## config.mk

```make
export PLATFORM = sky130hd
export DESIGN_NAME = ringRegionMgr
export DESIGN_NICKNAME = d
export VERILOG_FILES = /design/src/rtl/ringPkg.sv /design/src/rtl/ringCtrl.sv /design/src/rtl/ringPath.sv /design/src/rtl/ringRegionMgr.sv
export SDC_FILE = /design/constraint.sdc
export NUM_CORES = 1
export LEC_CHECK = 0
export ABC_CLOCK_PERIOD_IN_PS = 2110
export BUFFER_PORTS_ARGS = -buffer_cell sky130_fd_sc_hd__buf_2
export CAP_MARGIN = 20
export CORE_UTILIZATION = 40
export CTS_BUF_LIST = sky130_fd_sc_hd__clkbuf_4 sky130_fd_sc_hd__clkbuf_8
export DETAILED_ROUTE_END_ITERATION = 8
export PLACE_DENSITY_LB_ADDON = 0.25
export SYNTH_ARGS = -nofsm -noshare
export SYNTH_HDL_FRONTEND = slang
export SYNTH_SLANG_ARGS = --single-unit
export TNS_END_PERCENT = 20
```

## constraint.sdc

```tcl
create_clock -name clk -period 2.11 [get_ports clk]
set_input_delay 0.3165 -clock clk [delete_from_list [all_inputs] [get_ports clk]]
set_output_delay 0.3165 -clock clk [all_outputs]
set_load 0.005 [all_outputs]
```

## src/rtl/ringPkg.sv

```systemverilog
package ringPkg;

  // Strobes from the control half to the address datapath.
  typedef struct packed {
    logic wrAdvance;   // writer released its slot: move to the next one
    logic rdAdvance;   // reader released its slot: move to the next one
  } ringStrobe_t;

  localparam int SIDE_WR = 0;
  localparam int SIDE_RD = 1;
  localparam int SIDES   = 2;

endpackage

```

## src/rtl/ringCtrl.sv

```systemverilog
module ringCtrl
  import ringPkg::*;
#(
  parameter int NUM_BUF = 4,
  parameter int CNT_W   = $clog2(NUM_BUF + 1)
) (
  input  logic             clk,
  input  logic             rstN,
  input  logic             wrReq,
  input  logic             wrDone,
  input  logic             rdReq,
  input  logic             rdDone,
  output logic             wrGrant,
  output logic             rdGrant,
  output logic [CNT_W-1:0] fillCount,
  output logic [CNT_W-1:0] freeCount,
  output ringStrobe_t      strobe
);

  localparam logic [CNT_W-1:0] FULL = CNT_W'(NUM_BUF);

  logic wrOwn, rdOwn;
  logic wrFinish, rdFinish;
  logic wrAvail, rdAvail;

  assign wrFinish = wrOwn & wrDone;
  assign rdFinish = rdOwn & rdDone;
  assign wrAvail  = fillCount < FULL;
  assign rdAvail  = fillCount != '0;

  always_ff @(posedge clk) begin
    if (!rstN) begin
      wrOwn     <= 1'b0;
      rdOwn     <= 1'b0;
      fillCount <= '0;
    end else begin
      wrOwn <= wrOwn ? !wrDone : (wrReq && wrAvail);
      rdOwn <= rdOwn ? !rdDone : (rdReq && rdAvail);
      case ({wrFinish, rdFinish})
        2'b10:   fillCount <= fillCount + 1'b1;
        2'b01:   fillCount <= fillCount - 1'b1;
        default: fillCount <= fillCount;
      endcase
    end
  end

  assign wrGrant          = wrOwn;
  assign rdGrant          = rdOwn;
  assign freeCount        = FULL - fillCount;
  assign strobe.wrAdvance = wrFinish;
  assign strobe.rdAdvance = rdFinish;

  AST_FILL_BOUND: assert property (@(posedge clk) disable iff (!rstN)
    fillCount <= FULL);
  AST_WR_BLOCKED: assert property (@(posedge clk) disable iff (!rstN)
    wrReq && !wrGrant && fillCount == FULL |=> !wrGrant);
  AST_RD_BLOCKED: assert property (@(posedge clk) disable iff (!rstN)
    rdReq && !rdGrant && fillCount == '0 |=> !rdGrant);
  AST_WR_HOLD: assert property (@(posedge clk) disable iff (!rstN)
    wrGrant && !wrDone |=> wrGrant);
  AST_BOTH_DONE: assert property (@(posedge clk) disable iff (!rstN)
    wrGrant && wrDone && rdGrant && rdDone |=> $stable(fillCount));
  AST_STRAY_DONE: assert property (@(posedge clk) disable iff (!rstN)
    !wrGrant && !rdGrant |=> $stable(fillCount));

endmodule

```

## src/rtl/ringPath.sv

```systemverilog
module ringPath
  import ringPkg::*;
#(
  parameter int              NUM_BUF     = 4,
  parameter int              BUF_BYTES   = 1024,
  parameter int              ADDR_W      = 32,
  parameter logic [ADDR_W-1:0] REGION_BASE = '0
) (
  input  logic              clk,
  input  logic              rstN,
  input  ringStrobe_t       strobe,
  output logic [ADDR_W-1:0] wrBase,
  output logic [ADDR_W-1:0] rdBase
);

  localparam int IDX_W = (NUM_BUF > 1) ? $clog2(NUM_BUF) : 1;
  localparam logic [IDX_W-1:0] LAST = IDX_W'(NUM_BUF - 1);
  localparam logic [ADDR_W-1:0] STRIDE = ADDR_W'(BUF_BYTES);

  logic [IDX_W-1:0]  slotIdx  [SIDES];
  logic [ADDR_W-1:0] slotBase [SIDES];
  logic              stepSide [SIDES];

  assign stepSide[SIDE_WR] = strobe.wrAdvance;
  assign stepSide[SIDE_RD] = strobe.rdAdvance;

  for (genvar s = 0; s < SIDES; s++) begin : g_side
    always_ff @(posedge clk) begin
      if (!rstN)            slotIdx[s] <= '0;
      else if (stepSide[s]) slotIdx[s] <= (slotIdx[s] == LAST) ? '0 : slotIdx[s] + 1'b1;
    end
    assign slotBase[s] = REGION_BASE + ADDR_W'(slotIdx[s]) * STRIDE;
  end

  assign wrBase = slotBase[SIDE_WR];
  assign rdBase = slotBase[SIDE_RD];

  AST_WR_WRAP: assert property (@(posedge clk) disable iff (!rstN)
    strobe.wrAdvance && slotIdx[SIDE_WR] == LAST |=> slotIdx[SIDE_WR] == '0);
  AST_RD_WRAP: assert property (@(posedge clk) disable iff (!rstN)
    strobe.rdAdvance && slotIdx[SIDE_RD] == LAST |=> slotIdx[SIDE_RD] == '0);
  AST_IDX_IDLE: assert property (@(posedge clk) disable iff (!rstN)
    !strobe.wrAdvance |=> $stable(slotIdx[SIDE_WR]));

endmodule

```

## src/rtl/ringRegionMgr.sv

```systemverilog
module ringRegionMgr
  import ringPkg::*;
#(
  parameter int                NUM_BUF        = 4,
  parameter int                BUF_BYTES      = 1024,
  parameter int                WR_BURST_BYTES = 256,
  parameter int                RD_BURST_BYTES = 128,
  parameter int                MAX_BURSTS     = 5000,
  parameter int                ADDR_W         = 32,
  parameter logic [ADDR_W-1:0] REGION_BASE    = 32'h8000_0000,
  parameter int                CNT_W          = $clog2(NUM_BUF + 1)
) (
  input  logic              clk,
  input  logic              rstN,
  input  logic              wrReq,
  output logic              wrGrant,
  output logic [ADDR_W-1:0] wrBase,
  input  logic              wrDone,
  input  logic              rdReq,
  output logic              rdGrant,
  output logic [ADDR_W-1:0] rdBase,
  input  logic              rdDone,
  output logic [CNT_W-1:0]  fillCount,
  output logic [CNT_W-1:0]  freeCount
);

  localparam longint REGION_BYTES = longint'(NUM_BUF) * BUF_BYTES;
  localparam bit CFG_OK =
    (BUF_BYTES % WR_BURST_BYTES == 0) && (BUF_BYTES % RD_BURST_BYTES == 0) &&
    (BUF_BYTES / WR_BURST_BYTES <= MAX_BURSTS) && (BUF_BYTES / RD_BURST_BYTES <= MAX_BURSTS) &&
    (NUM_BUF >= 1) && (REGION_BYTES <= (longint'(1) << ADDR_W));

  if (!CFG_OK) begin : g_badCfg
    initial $error("ringRegionMgr: slot size must hold whole bursts of both sides within the burst limit");
  end

  ringStrobe_t strobe;

  ringCtrl #(
    .NUM_BUF (NUM_BUF),
    .CNT_W   (CNT_W)
  ) u_ctrl (
    .clk       (clk),
    .rstN      (rstN),
    .wrReq     (wrReq),
    .wrDone    (wrDone),
    .rdReq     (rdReq),
    .rdDone    (rdDone),
    .wrGrant   (wrGrant),
    .rdGrant   (rdGrant),
    .fillCount (fillCount),
    .freeCount (freeCount),
    .strobe    (strobe)
  );

  ringPath #(
    .NUM_BUF     (NUM_BUF),
    .BUF_BYTES   (BUF_BYTES),
    .ADDR_W      (ADDR_W),
    .REGION_BASE (REGION_BASE)
  ) u_path (
    .clk    (clk),
    .rstN   (rstN),
    .strobe (strobe),
    .wrBase (wrBase),
    .rdBase (rdBase)
  );

endmodule

```

==> flow_summary.json <==
{
  "synthMuxAreaShare": 0,
  "fin_crit_ns": 1.83,
  "cap_violations": 0,
  "ioPinCount": 78,
  "fmax_mhz": 547,
  "ys_seq_area_frac": 0.227,
  "core_area_um2": 2250,
  "synth_compound_area_frac": 0.0401,
  "cts_hold_buf": 0,
  "ctsRootBufferMaster": "clkbuf_4",
  "dieArea_um2": 2620,
  "postLayoutSetupSlackWorst_ns": 0.283,
  "power_density_nw_per_um2": 487,
  "drt-initial-drc-count": 1,
  "tritoncts": "yes",
  "ys_warn_count": 0,
  "pre_cts_slack_ns": 0.239,
  "critical_path_class": "register to register",
  "arrival_ns": 2.01,
  "clk_pin_slew_worst_paths_ns": 0.06,
  "n_fill_cell": 269,
  "syn_avg_cell_area_um2": 8.65,
  "multi_input_area_um2": 474,
  "rsz0062_at_grt": "no",
  "final_core_util": 0.388,
  "min_period_over_period": 0.866,
  "whs_ns": 0.334,
  "antenna_found_initial": 0,
  "startpoint_type": "register",
  "areaGrowthSynthToFinish_pct": -9.69,
  "cts_resized": 0,
  "cts_sinks": 9,
  "ir_worst_vdd_mv": 0.183,
  "yosysUniqueCellTypes": 22,
  "p_leak_nw": 0.489,
  "tns_ns": 0,
  "outcome": "completed",
  "drive_gt1_frac": 0.163,
  "ys_ff_latch": 9,
  "overflow": 0,
  "synth_area_um2": 968,
  "cp-end-kind": "register",
  "synth_fa_ha_area_frac": 0.0982,
  "gp_congestion": 0.638,
  "grt_max_degree": 12,
  "grt_pass1_vias": 425,
  "routed_wl_um": 1140,
  "synth_xor_xnor_area_share": 0.0181,
  "route.detailed.drc": 0,
  "synth_top_family_by_area": "buffers and inverters",
  "layout.nets": 143,
  "ant_nets": 0,
  "clk_latency_ns": 0.26,
  "port_buffers": 17,
  "htree_levels": 1,
  "slew_viol_final": 0,
  "cts_setup_buffers": 0,
  "yosys.area_share.simple": 0.101,
  "dr_total_vias": 550,
  "grt_pass1_wl_um": 1670,
  "clockBufferDepth": 2,
  "start_util": 0.430,
  "row_count": 17,
  "dr.pass1.iters": 2,
  "dieWidth_um": 51.2,
  "setup_viol": 0,
  "critPathRequiredTime_ns": 2.30,
  "crit_fanout": 4,
  "grt_usage": 0.0903,
  "wl_per_cell_um": 7.27,
  "syn_inst": 112,
  "regArea_um2": 220,
  "hp-class": "input port to register",
  "cts_made_buffers": 3,
  "place_hpwl_um": 970,
  "skew_ns": 0.00254,
  "finalHoldViolCount": 0,
  "diodes": 0,
  "avgViaCountPerCell": 3.50,
  "fp.dieH_um": 51.2
}
-- logic make-up (layout without fill, tap and decap cells) --
kind of cell	after synthesis	count (layout)
AO/OA/AOI/OAI	6	6
XOR/XNOR	2	2
adder cells (fa/ha/maj)	7	7
buffers and inverters	70	29
flip-flops	9	9
other	2	60
AND/OR/NAND/NOR	16	16
-- per-stage QoR --
| stage | cell area (um2) | instances | power (mW) |
|---|---|---|---|
| after CTS | 875 | 157 | 0.434 |
| after global placement | 845 | 153 | 0.284 |
| after detailed placement | 845 | 153 | 0.285 |
| final | 875 | 157 | 0.426 |
| after global routing | 875 | 157 | 0.457 |
| after floorplan | 1190 | 170 | 0.342 |
-- power by group --
part	leakage, nW	internal, mW	total [mW]	switching, mW
sequential	0.0824	0.191	0.199	0.00752
clock	0.0184	0.0856	0.144	0.0584
combinational	0.388	0.0298	0.0835	0.0537
-- registers in the layout, summed over array words and instances (netlist names) --
signal / flops
u_path.slotIdx: 4
u_ctrl.fillCount: 3
u_ctrl.wrGrant: 1
u_ctrl.rdGrant: 1
-- metal layers --
metal	GRT usage	share of wire
met1	0.0991	0.40
met4	0.0694	0.011
met2	0.140	0.48
met3	0.0327	0.11
met5	0	0
-- cell type report --
class / instances / area share
Multi-Input combinational cell: 91 / 0.542
Sequential cell: 9 / 0.252
Timing Repair Buffer: 17 / 0.0973
Tap cell: 28 / 0.0401
Clock buffer: 4 / 0.0343
Inverter: 8 / 0.0343
-- synth_stat cells, drive strengths merged --
master | count | area share
a21boi | 1 | 0.0078
a32oi | 1 | 0.0090
and2 | 2 | 0.013
and4b | 1 | 0.010
buf | 61 | 0.47
clkbuf | 1 | 0.0039
conb | 2 | 0.0078
dfxtp | 5 | 0.10
edfxtp | 4 | 0.12
fa | 1 | 0.021
ha | 6 | 0.078
inv | 8 | 0.031
nand2 | 5 | 0.019
nor2 | 1 | 0.0039
nor2b | 2 | 0.013
nor3b | 1 | 0.0078
nor4b | 3 | 0.027
o21a | 1 | 0.0078
o21ai | 3 | 0.015
or3 | 1 | 0.0065
xnor2 | 1 | 0.0090
xor2 | 1 | 0.0090
-- worst paths after layout --
path                            slack [ns]                      start                                to  depth (start not counted)
worst max-delay path                  0.28  u_ctrl.rdGrant$_SDFF_PN0_  u_ctrl.fillCount[2]$_SDFFE_PN0P_                          8
worst min-delay path                  0.33                      wrReq         u_ctrl.wrGrant$_SDFF_PN0_                          3
worst max register to register        0.28  u_ctrl.rdGrant$_SDFF_PN0_  u_ctrl.fillCount[2]$_SDFFE_PN0P_                          8
worst min register to register        0.55  u_ctrl.wrGrant$_SDFF_PN0_         u_ctrl.wrGrant$_SDFF_PN0_                          2
-- critical path: stages, from the launching register on --
cell      delay (ns)
dfxtp_1         0.35
nand2_1         0.10
inv_1           0.08
ha_1            0.18
inv_1           0.06
fa_1            0.37
xor2_1          0.16
or3_1           0.30
a21boi_1        0.15
-- cell usage in the layout (no fill, tap or decap), drive strengths merged, types with 2 or more instances in the layout --
| master | count |
|---|---|
| inv | 8 |
| conb | 60 |
| nor2b | 2 |
| buf | 17 |
| o21ai | 3 |
| nor4b | 3 |
| dfxtp | 5 |
| and2 | 2 |
| edfxtp | 4 |
| ha | 6 |
| nand2 | 5 |
| clkbuf | 4 |
Power figures use the tool's default switching activity.
